==> config.mk <==
export PLATFORM = sky130hd
export DESIGN_NAME = uart_line_ctrl
export DESIGN_NICKNAME = d
export VERILOG_FILES = /design/src/rtl/ulc_pkg.sv /design/src/rtl/ulc_sync.sv /design/src/rtl/ulc_flow.sv /design/src/rtl/ulc_half.sv /design/src/rtl/uart_line_ctrl.sv
export SDC_FILE = /design/constraint.sdc
export NUM_CORES = 1
export LEC_CHECK = 0
export ABC_AREA = 1
export BUFFER_PORTS_ARGS = -buffer_cell sky130_fd_sc_hd__buf_2
export CAP_MARGIN = 25
export CORE_AREA = 2 2 39 41
export CTS_CLUSTER_DIAMETER = 50
export DETAILED_ROUTE_END_ITERATION = 8
export DIE_AREA = 0 0 41 43
export MAX_ROUTING_LAYER = met4
export PLACE_DENSITY = 0.44
export SYNTH_ARGS = -nofsm -noshare
export SYNTH_HDL_FRONTEND = slang
export SYNTH_SLANG_ARGS = --single-unit
==> constraint.sdc <==
create_clock -name clk -period 1.4 [get_ports clk]
set_input_delay 0.14 -clock clk [delete_from_list [all_inputs] [get_ports clk]]
set_output_delay 0.14 -clock clk [all_outputs]
set_load 0.02 [all_outputs]
==> src/rtl/ulc_pkg.sv <==
package ulc_pkg;

  typedef enum logic [1:0] {
    LM_TWO_WIRE  = 2'd0,
    LM_HANDSHAKE = 2'd1,
    LM_HALF_DUP  = 2'd2,
    LM_SPARE     = 2'd3
  } line_mode_e;

  typedef enum logic [1:0] {
    HD_IDLE  = 2'd0,
    HD_LEAD  = 2'd1,
    HD_DRIVE = 2'd2,
    HD_TAIL  = 2'd3
  } hd_state_e;

endpackage

==> src/rtl/ulc_sync.sv <==
module ulc_sync #(
  parameter int STAGES = 2
) (
  input  logic clk,
  input  logic rst_n,
  input  logic d_i,
  output logic q_o
);
  logic [STAGES-1:0] stage_q;

  generate
    for (genvar g = 0; g < STAGES; g++) begin : g_stage
      if (g == 0) begin : g_first
        always_ff @(posedge clk or negedge rst_n) begin
          if (!rst_n) stage_q[0] <= 1'b0;
          else        stage_q[0] <= d_i;
        end
      end else begin : g_next
        always_ff @(posedge clk or negedge rst_n) begin
          if (!rst_n) stage_q[g] <= 1'b0;
          else        stage_q[g] <= stage_q[g-1];
        end
      end
    end
  endgenerate

  assign q_o = stage_q[STAGES-1];
endmodule

==> src/rtl/ulc_flow.sv <==
module ulc_flow (
  input  logic clk,
  input  logic rst_n,
  input  logic en_i,
  input  logic fifo_nempty_i,
  input  logic tx_busy_i,
  input  logic cts_sync_i,
  output logic rts_o,
  output logic permit_o
);
  logic rts_q;

  // Request stays up while work is queued or a character is in flight.
  always_ff @(posedge clk or negedge rst_n) begin
    if (!rst_n) rts_q <= 1'b0;
    else        rts_q <= en_i & (fifo_nempty_i | tx_busy_i);
  end

  assign rts_o    = rts_q;
  assign permit_o = en_i & rts_q & cts_sync_i & fifo_nempty_i & ~tx_busy_i;
endmodule

==> src/rtl/ulc_half.sv <==
module ulc_half #(
  parameter int DE_LEAD = 1,
  parameter int DE_TAIL = 0
) (
  input  logic clk,
  input  logic rst_n,
  input  logic en_i,
  input  logic fifo_nempty_i,
  input  logic tx_busy_i,
  input  logic rx_gap_i,
  output logic de_o,
  output logic permit_o
);
  import ulc_pkg::*;

  localparam int SPAN      = (DE_LEAD > DE_TAIL) ? DE_LEAD : DE_TAIL;
  localparam int CNT_W     = (SPAN > 2) ? $clog2(SPAN) : 1;
  localparam int LEAD_LAST = (DE_LEAD > 0) ? DE_LEAD - 1 : 0;
  localparam int TAIL_LAST = (DE_TAIL > 0) ? DE_TAIL - 1 : 0;

  hd_state_e        state_q, state_d;
  logic [CNT_W-1:0] cnt_q, cnt_d;
  logic             drained;

  assign drained = ~fifo_nempty_i & ~tx_busy_i;

  always_comb begin
    state_d = state_q;
    cnt_d   = cnt_q;
    if (!en_i) begin
      state_d = HD_IDLE;
      cnt_d   = '0;
    end else begin
      unique case (state_q)
        HD_IDLE: begin
          if (fifo_nempty_i && rx_gap_i) begin
            state_d = HD_LEAD;
            cnt_d   = '0;
          end
        end
        HD_LEAD: begin
          if (cnt_q == CNT_W'(LEAD_LAST)) state_d = HD_DRIVE;
          else                            cnt_d   = cnt_q + 1'b1;
        end
        HD_DRIVE: begin
          if (drained) begin
            cnt_d   = '0;
            state_d = (DE_TAIL == 0) ? HD_IDLE : HD_TAIL;
          end
        end
        HD_TAIL: begin
          if (fifo_nempty_i || tx_busy_i)      state_d = HD_DRIVE;
          else if (cnt_q == CNT_W'(TAIL_LAST)) state_d = HD_IDLE;
          else                                 cnt_d   = cnt_q + 1'b1;
        end
        default: state_d = HD_IDLE;
      endcase
    end
  end

  always_ff @(posedge clk or negedge rst_n) begin
    if (!rst_n) begin
      state_q <= HD_IDLE;
      cnt_q   <= '0;
    end else begin
      state_q <= state_d;
      cnt_q   <= cnt_d;
    end
  end

  assign de_o     = (state_q != HD_IDLE);
  assign permit_o = (state_q == HD_DRIVE) & fifo_nempty_i & ~tx_busy_i;
endmodule

==> src/rtl/uart_line_ctrl.sv <==
module uart_line_ctrl #(
  parameter int SYNC_STAGES = 2,
  parameter int DE_LEAD     = 1,
  parameter int DE_TAIL     = 0
) (
  input  logic       clk,
  input  logic       rst_n,
  input  logic [1:0] mode_i,
  input  logic       fifo_nempty_i,
  input  logic       tx_busy_i,
  input  logic       cts_i,
  input  logic       rx_gap_i,
  output logic       rts_o,
  output logic       de_o,
  output logic       start_ok_o
);
  import ulc_pkg::*;

  line_mode_e mode;
  logic       is_hs, is_hd;
  logic       cts_sync;
  logic       hs_permit, hd_permit, permit;

  assign mode  = line_mode_e'(mode_i);
  assign is_hs = (mode == LM_HANDSHAKE);
  assign is_hd = (mode == LM_HALF_DUP);

  ulc_sync #(.STAGES(SYNC_STAGES)) u_cts_sync (
    .clk   (clk),
    .rst_n (rst_n),
    .d_i   (cts_i),
    .q_o   (cts_sync)
  );

  ulc_flow u_flow (
    .clk           (clk),
    .rst_n         (rst_n),
    .en_i          (is_hs),
    .fifo_nempty_i (fifo_nempty_i),
    .tx_busy_i     (tx_busy_i),
    .cts_sync_i    (cts_sync),
    .rts_o         (rts_o),
    .permit_o      (hs_permit)
  );

  ulc_half #(.DE_LEAD(DE_LEAD), .DE_TAIL(DE_TAIL)) u_half (
    .clk           (clk),
    .rst_n         (rst_n),
    .en_i          (is_hd),
    .fifo_nempty_i (fifo_nempty_i),
    .tx_busy_i     (tx_busy_i),
    .rx_gap_i      (rx_gap_i),
    .de_o          (de_o),
    .permit_o      (hd_permit)
  );

  always_comb begin
    unique case (mode)
      LM_HANDSHAKE: permit = hs_permit;
      LM_HALF_DUP:  permit = hd_permit;
      default:      permit = fifo_nempty_i & ~tx_busy_i;
    endcase
  end

  assign start_ok_o = rst_n & permit;
endmodule

==> results of run 1 <==
-- worst max path at each step --
stage | start | slack, ns | endpoint | depth (start not counted)
after floorplan | u_flow.rts_o | 0.35 | start_ok_o | 4
after global placement | mode_i[0] | 0.22 | start_ok_o | 9
after detailed placement | mode_i[0] | 0.23 | start_ok_o | 9
after CTS | rst_n | 0.07 | start_ok_o | 5
after global routing | rst_n | 0.02 | start_ok_o | 5
final | rst_n | 0.09 | start_ok_o | 5
-- layer usage --
| metal | GRT usage, % | vias up |
|---|---|---|
| met1 | 8.224 | 92 |
| met2 | 8.438 | 5 |
| met3 | 1.571 | 0 |
| li1 | - | 119 |
| met5 | - | - |
| met4 | 8.000 | 0 |
-- Yosys cell counts --
cell type / n / area [µm²]
nand3_1: 2 / 10.01
nand3b_1: 1 / 7.510
dfrtp_1: 5 / 125.1
o21ai_0: 1 / 5.000
nand2_1: 5 / 18.77
nor2_1: 5 / 18.77
ha_1: 2 / 25.02
inv_1: 6 / 22.52
nor3_2: 1 / 10.01
or2_4: 1 / 8.760
-- flip-flops by register name, indices dropped and copies added, names as in the netlist --
signal and cells:
u_flow.rts_o 1, u_cts_sync.q_o 1, u_half.state_q 2, u_cts_sync.stage_q 1
-- area by class of cell --
class	count	area, µm²	share of cell area [%]
clock buffers	4	26.28	7.095
inverters	6	22.52	6.081
multi-input cells	18	103.9	28.04
flip-flops and latches	5	125.1	33.78
well taps	16	20.02	5.405
repair buffers	12	72.57	19.59
-- layout by cell type, fill, tap and decap left out, drive strengths merged --
| cell type | n |
|---|---|
| buf | 9 |
| clkbuf | 5 |
| dfrtp | 5 |
| dlygate4sd3 | 2 |
| ha | 2 |
| inv | 6 |
| nand2 | 5 |
| nand3 | 2 |
| nand3b | 1 |
| nor2 | 5 |
| nor3 | 1 |
| o21ai | 1 |
| or2 | 1 |
-- cell families (layout without fill, tap and decap cells) --
kind of cell | count (synthesis) | count (layout) | share of synthesized area (%)
AND/OR/NAND/NOR | 15 | 15 | 29.36
buffers and inverters | 6 | 22 | 8.955
flip-flops | 5 | 5 | 49.75
adder cells (fa/ha/maj) | 2 | 2 | 9.949
AO/OA/AOI/OAI | 1 | 1 | 1.988
-- report_power, final --
group          internal, mW  switching [mW]  leakage, nW
Sequential            0.151         0.00208       0.0641
Clock                 0.107          0.0551       0.0150
Combinational        0.0229          0.0245        0.118
Total                 0.281          0.0817        0.197
-- through the flow --
step                hold slack [ns]  utilization [%]
floorplan                   -0.1556                -
global placement           -0.03254            23.24
detailed placement         -0.03204            23.24
CTS                          0.1453            26.58
global route                 0.1469            26.76
finish                       0.1488            26.76
-- what timing repair did --
item / 4_1_cts / 5_1_grt
resized for setup: 0 / 1
hold buffers: 2 / 0
endpoints found under the setup margin: 0 / 1
endpoints found under the hold margin: 6 / 0
-- tightest hold or removal path: stages --
cell and delay (ns):
buf_2 0.09, nand2_1 0.07, nor3_2 0.04
==> impl_metrics.tcl, run 1 <==
set metrics [dict create \
    outcome "completed" \
    antenna_found_initial 0 \
    drive_above_1_share_pct 33.33 \
    clk-insertion-delay-late_ns 0.24 \
    postPlaceCellArea_um2 321.6 \
    min_period_over_period_pct 93.36 \
    p_per_area_mw_per_mm2 979.4 \
    crit_slowest_cell "dlygate4sd3_1" \
    viasPerCell 3.541 \
    drc_errors 0 \
    ir_drop_uv 479.8 \
    finalSetupTns_ns 0 \
    report.power.total_mw 0.3627 \
    tightestPinTransition_ns 0.1745 \
    min-delay-start "rx_gap_i" \
    gp_congestion 0.7028 \
    final_cell_area_um2 370.4 \
    finClkSkew_ns 0.0003281 \
    die_w_um 41 \
    finalSetupViolCount 0 \
    max_stage_delay_ns 0.52 \
    r2r-end "u_half.state_q[0]" \
    wl_um 457 \
    worstPathRequired_ns 1.26 \
    ys_ff_latch 5 \
    core_mm2 0.001384 \
    rows 14 \
    top_layer "met3" \
    path_clk_slew_ns 0.04 \
    seq_area_frac_synth_pct 49.75 \
    nFillCells 150 \
    post_cts_buffers 0 \
    area_delta_synth_final_pct 47.26 \
    instances_no_fill 61 \
    rsz0062_at_grt "false" \
    ios 11 \
    hold_viol 0 \
    report.final.slew_viol_count 0 \
    critPathTopFamily "buffers and inverters" \
    ys.warnings.count 0 \
    grt_usage_pct 6.943 \
    leakage_nw 0.1969 \
    r2r_start "u_half.state_q[0]" \
    slew-limit-headroom_pct 88.24 \
    cp.buffers_inverters 3 \
    met3WireLength_um 22 \
    critPathLaunchType "primary input" \
    grt_max_degree 7 \
    max_cap_viol_count 0 \
    hp-class "primary input to flop" \
    initial_utilization_pct 18.17 \
    crit_arrival_ns 1.17 \
    fp.dieArea_mm2 0.001763 \
    whs_endpoint "u_half.state_q[0]" \
    syn-num-nets 39 \
    portBuffers 10 \
    fin_crit_ns 1.307 \
    cts.sinks 5 \
    wl_met1_um 217 \
    hold_path_depth 3 \
    ff2ff_setup_slack_ns 0.60 \
    pre_cts_slack_ns 0.2350 \
    syn-mean-instance-area_um2 8.672 \
    cts_htree_levels 1 \
    grt_pass1_vias 206 \
    vias 216 \
    hpwl_um 358.5 \
    overflow 0 \
    worst-path-max-fanout 6 \
    ys_types 10 \
    synth_area_um2 251.5 \
    dr.first_iter.drc_count 1 \
    cts_root_buf "clkbuf_4" \
    nNetsFinal 56 \
    finalWorstSetupSlack_ns 0.09296 \
    grt_pass1_wl_um 745 \
    endpoint_kind "primary output" \
    path_cells "dlygate4sd3_1 > clkbuf_4 > nand3b_1 > nor2_1 > buf_2" \
    wl_met2_um 217 \
    chipHeight_um 43 \
    cts_max_path_buffers 2 \
    diodes 0 \
    cts_buffers 3 \
    dp.cells 55 \
    tritoncts "built" \
    fmax_mhz 765.1 \
    worstRegToRegCells 2 \
    ant_nets 0 \
    synthCells 29 \
    worstSetupPathType "primary input to primary output" \
    avgRoutedWirePerCell_um 7.492 \
    first_pass_iters 3 \
]
No activity file was read; power rests on OpenSTA's default activity.
==> inputs of run 2 (changes only) <==
- ABC_AREA: 1 -> unset
- PLACE_DENSITY: 0.44 -> 0.42
==> run 2 against run 1 <==
Net effect:
- register-to-register slack is essentially flat
- utilization shrank 2.0 points
- area after synthesis shrank 8.0%
- via count shrank 7.4%
- fmax shrank 1.4%
- global-route usage shrank 0.12 points
- routed wire length shrank 4.6%
- power shrank 2.7%
- critical endpoint unchanged
==> impl_metrics.tcl, run 2 <==
set metrics [dict create \
    max_cap_viol_count 0 \
    viasPerCell 3.846 \
    endpoint_kind "primary output" \
    diodes 0 \
    synth_top_cell_by_area "dfrtp_1" \
    top_register "u_half.state_q" \
    dp.cells 47 \
    p_per_area_mw_per_mm2 1029 \
    finClkSkew_ns 0.00002666 \
    slew-limit-headroom_pct 90.47 \
    worst-path-max-fanout 6 \
    crit_arrival_ns 1.19 \
    area_delta_synth_final_pct 48.11 \
    syn-num-nets 31 \
    vias 200 \
    ant_nets 0 \
    cts_buffers 3 \
    portBuffers 10 \
    finalSetupViolCount 0 \
    cts_htree_levels 1 \
    tritoncts "built" \
    path_clk_slew_ns 0.04 \
    nFillCells 160 \
    ios 11 \
    gp_congestion 0.6100 \
    drc_errors 0 \
    leakage_nw 0.1797 \
    fmax_mhz 754.4 \
    layout_commonest_cell "buf_2" \
    report.power.total_mw 0.3528 \
    antenna_found_initial 0 \
    hold_viol 0 \
    core_mm2 0.001384 \
    synth_top_area_share_pct 54.05 \
    cts_max_path_buffers 2 \
    drive_above_1_share_pct 41.67 \
    syn-mean-instance-area_um2 11.02 \
    finalSetupTns_ns 0 \
    dr.first_iter.drc_count 0 \
    clk-insertion-delay-late_ns 0.23 \
    layout_common_cells "buf_2 (8), dfrtp_1 (5), inv_1 (3), clkbuf_4 (3)" \
    wl_um 436 \
    synthArstFlopShare_pct 100.0 \
    ys_ff_latch 5 \
    pre_cts_slack_ns 0.2289 \
    postPlaceCellArea_um2 301.5 \
    hp-class "primary input to flop" \
    largest_reg_flops 2 \
    tightestPinTransition_ns 0.1424 \
    avgRoutedWirePerCell_um 8.385 \
    initial_utilization_pct 16.73 \
    ys_types 13 \
    fin_crit_ns 1.326 \
    cts_root_buf "clkbuf_4" \
    worstPathRequired_ns 1.26 \
    ff2ff_setup_slack_ns 0.60 \
    synth.most_common_cell "dfrtp_1" \
    ys.flop_type "dfrtp_1" \
    yosys-top-cells-area "dfrtp_1 (54%), ha_1 (11%), nand3b_1 (6.5%)" \
    critPathLaunchType "primary input" \
    nNetsFinal 47 \
    rows 14 \
    finalWorstSetupSlack_ns 0.07448 \
    grt_max_degree 7 \
    first_pass_iters 1 \
    chipHeight_um 43 \
    synth_edf_count 0 \
    ir_drop_uv 372.0 \
    report.final.slew_viol_count 0 \
    synth_area_um2 231.5 \
    synthCells 21 \
    grt_pass1_wl_um 717 \
    cts.sinks 5 \
    min_period_over_period_pct 94.68 \
    seq_area_frac_synth_pct 54.05 \
    outcome "completed" \
    worstSetupPathType "primary input to primary output" \
    instances_no_fill 52 \
    overflow 0 \
    grt_usage_pct 6.825 \
    final_cell_area_um2 342.8 \
    grt_pass1_vias 205 \
    rsz0062_at_grt "false" \
    ys.warnings.count 0 \
    ys_top_cells_by_count "dfrtp_1 (5), inv_1 (3), ha_1 (2), nand3b_1 (2)" \
    fp.dieArea_mm2 0.001763 \
    post_cts_buffers 0 \
    die_w_um 41 \
]
-- run 2: worst paths after layout --
kind | cells past startpoint | end | from
hold / removal | 1 | u_cts_sync.stage_q[0] | cts_i
hold reg to reg | 0 | u_cts_sync.q_o | u_cts_sync.stage_q[0]
setup / recovery | 5 | start_ok_o | rst_n
min in group asynchronous | 2 | u_cts_sync.stage_q[0] | rst_n
setup reg to reg | 2 | u_half.state_q[0] | u_half.state_q[0]
max in group asynchronous | 2 | u_half.state_q[1] | rst_n
-- run 2: layout make-up --
class / instances / area (µm²) / share of cell area [%]
Timing Repair Buffer: 11 / 65.06 / 18.98
Inverter: 3 / 11.26 / 3.285
Multi-Input combinational cell: 13 / 95.09 / 27.74
Sequential cell: 5 / 125.1 / 36.50
Tap cell: 16 / 20.02 / 5.839
Clock buffer: 4 / 26.28 / 7.664
-- run 2: logic make-up after synthesis --
group	Yosys count	synth area share, %
AO/OA/AOI/OAI	3	7.025
AND/OR/NAND/NOR	8	23.24
adder cells (fa/ha/maj)	2	10.81
buffers and inverters	3	4.865
flip-flops	5	54.05
-- run 2: critical path, cell delays in order --
cell	delay [ns]
dlygate4sd3_1	0.53
buf_4	0.14
nand3b_1	0.08
a31oi_1	0.14
buf_4	0.16
-- run 2: what timing repair did --
| item | in CTS | in global routing |
|---|---|---|
| hold buffers | 1 | 0 |
| setup endpoints to repair | 0 | 1 |
| hold endpoints to repair | 5 | 0 |
| resized for setup | 0 | 3 |
-- run 2: power by group --
part	switching (mW)	internal (mW)	total [mW]	leakage (nW)
clock	0.0516	0.107	0.159	0.0150
sequential	0.00216	0.151	0.153	0.0641
combinational	0.0206	0.0205	0.0411	0.101
-- run 2: metal layers --
metal / part of all wire, % / up-vias / GRT usage (%)
met3: 10 / 2 / 6.283
li1: - / 101 / -
met4: 0.92 / 0 / 4.000
met2: 50 / 7 / 9.688
met1: 39 / 90 / 5.556
met5: 0 / - / -
-- run 2: metrics by stage --
stage                     hold slack [ns]  utilization, %
final                             0.01164           24.77
after CTS                        0.001585           24.41
after floorplan                   -0.1556               -
after detailed placement         -0.03532           21.79
after global routing             0.004525           24.77
after global placement           -0.03549           21.79
==> inputs of run 3 (changes only) <==
- clock period: 1.4 -> 1.7 ns (I/O delays scaled with it)
==> run 3 against run 2 <==
Net effect:
- combinational power down 20%
- critical path depth unchanged
- largest cell class unchanged
- largest power group unchanged
- global-route usage rose by 0.20 points
==> impl_metrics.tcl, run 3 (synthesized netlist as in run 2, its figures left out) <==
set metrics [dict create \
    seqPwrFrac_pct 42.8 \
    seq_area_um2 125.1 \
    gp_congestion 0.6414 \
    path_clk_slew_ns 0.04 \
    r2r-end "u_half.state_q[0]" \
    tritoncts "built" \
    combPwrFrac_pct 11.1 \
    area_delta_synth_final_pct 45.95 \
    pwr-share-clk_pct 46.1 \
    drc_errors 0 \
    layout_common_cells "buf_2 (10), dfrtp_1 (5), inv_1 (3), clkbuf_4 (3)" \
    switching_share_pct 22.39 \
    rows 14 \
    max_cap_viol_count 0 \
    instances_no_fill 52 \
    outcome "completed" \
    worstRegToRegCells 2 \
    max_stage_delay_ns 0.52 \
    wl_um 467 \
    nNetsFinal 47 \
    slew-limit-headroom_pct 90.59 \
    vias 194 \
    hp-class "primary input to flop" \
    die_w_um 41 \
    leakage_nw 0.1788 \
    critPathLaunchType "primary input" \
    cts_buffers 3 \
    grt_usage_pct 7.025 \
    report.power.total_mw 0.2943 \
    clk-insertion-delay-late_ns 0.24 \
    worstSetupPathType "primary input to primary output" \
    tightestPinTransition_ns 0.1397 \
    p_per_area_mw_per_mm2 871.1 \
    top_register "u_half.state_q" \
    diodes 0 \
    layout_commonest_cell "buf_2" \
    ios 11 \
    multi_input_area_um2 95.09 \
    path_depth 5 \
    intPower_mw 0.2284 \
    grt_max_degree 7 \
    min_period_over_period_pct 84.26 \
    dp.cells 47 \
    min-delay-start "cts_i" \
    cts_root_buf "clkbuf_4" \
    post_cts_buffers 0 \
    nFillCells 151 \
    r2r_start "u_half.state_q[1]" \
    chipHeight_um 43 \
    viasPerCell 3.731 \
    ant_nets 0 \
    fin_crit_ns 1.432 \
    hold_path_depth 1 \
    pre_cts_slack_ns 0.4688 \
    critPathTopFamily "buffers and inverters" \
    report.final.slew_viol_count 0 \
    ff2ff_setup_slack_ns 0.90 \
    power_switching_mw 0.06589 \
    portBuffers 10 \
    initial_utilization_pct 16.73 \
    overflow 0 \
    antenna_found_initial 0 \
    fmax_mhz 698.2 \
    crit_slowest_cell "dlygate4sd3_1" \
    rsz0062_at_grt "false" \
    ir_drop_uv 218.0 \
    grt_pass1_vias 202 \
    crit_arrival_ns 1.26 \
    grt_pass1_wl_um 745 \
    endpoint_kind "primary output" \
    cpMostUsedCell "buf_2" \
    utilization_pct 24.41 \
    finalSetupViolCount 0 \
    path_cells "dlygate4sd3_1 > buf_2 > nand3b_1 > a31oi_1 > buf_2" \
    fp.dieArea_mm2 0.001763 \
    finalSetupTns_ns 0 \
    first_pass_iters 4 \
    largest_reg_flops 2 \
    hold_viol 0 \
    dr.first_iter.drc_count 6 \
    cp.buffers_inverters 3 \
    cts_htree_levels 1 \
    worstPathRequired_ns 1.53 \
    cts_max_path_buffers 2 \
    avgRoutedWirePerCell_um 8.981 \
    drive_above_1_share_pct 41.67 \
    worst-path-max-fanout 6 \
    cts.sinks 5 \
    finClkSkew_ns 0.00005129 \
    finalWorstSetupSlack_ns 0.2677 \
    whs_endpoint "u_cts_sync.stage_q[0]" \
    core_mm2 0.001384 \
]
[run 3: cell types whose count changed in the layout (fill, tap and decap cells not counted)]
cell | previous run | this run
buf_4 | 2 | 0
buf_2 | 8 | 10
[run 3: how the worst max path moves through the flow]
stage	from	to	slack, ns
after floorplan	mode_i[0]	start_ok_o	0.53
after global placement	mode_i[0]	start_ok_o	0.50
final	rst_n	start_ok_o	0.27
after global routing	rst_n	start_ok_o	0.21
after CTS	rst_n	start_ok_o	0.25
after detailed placement	mode_i[0]	start_ok_o	0.47
[run 3: timing repair]
action	4_1_cts	5_1_grt
hold buffers	1	0
endpoints found under the hold margin	5	0
resized for setup	0	0
[run 3: power by group through the flow]
stage / sequential [mW] / clock (mW) / combinational [mW]
after floorplan: 0.129 / 0 / 0.0134
after global placement: 0.127 / 0 / 0.0304
after detailed placement: 0.128 / 0 / 0.0317
after CTS: 0.126 / 0.145 / 0.0336
after global routing: 0.126 / 0.154 / 0.0372
final: 0.126 / 0.136 / 0.0327
[run 3: metal layers]
| metal | up-vias | wire (µm) | global-route usage (%) |
|---|---|---|---|
| li1 | 101 | - | - |
| met5 | - | 0 | - |
| met1 | 86 | 171 | 6.189 |
| met4 | 0 | 0 | 6.000 |
| met2 | 7 | 237 | 9.688 |
| met3 | 0 | 58 | 4.712 |
[run 3: stage by stage]
stage,instance area (µm²),hold WS [ns]
after floorplan,231.5,-0.1256
after CTS,337.8,0.02326
final,337.8,0.03440
after detailed placement,301.5,-0.001413
after global routing,337.8,0.02746
after global placement,301.5,-0.004613
[run 3: worst register-to-register path: cells and delay by family (launching register included)]
kind / cells / cell delay (ns)
simple gates: 2 / 0.34
flops: 1 / 0.40
[run 3: layout make-up]
cell class	count	area share [%]
Multi-Input combinational cell	13	28.15
Sequential cell	5	37.04
Clock buffer	4	7.778
Inverter	3	3.333
Tap cell	16	5.926
Timing Repair Buffer	11	17.78
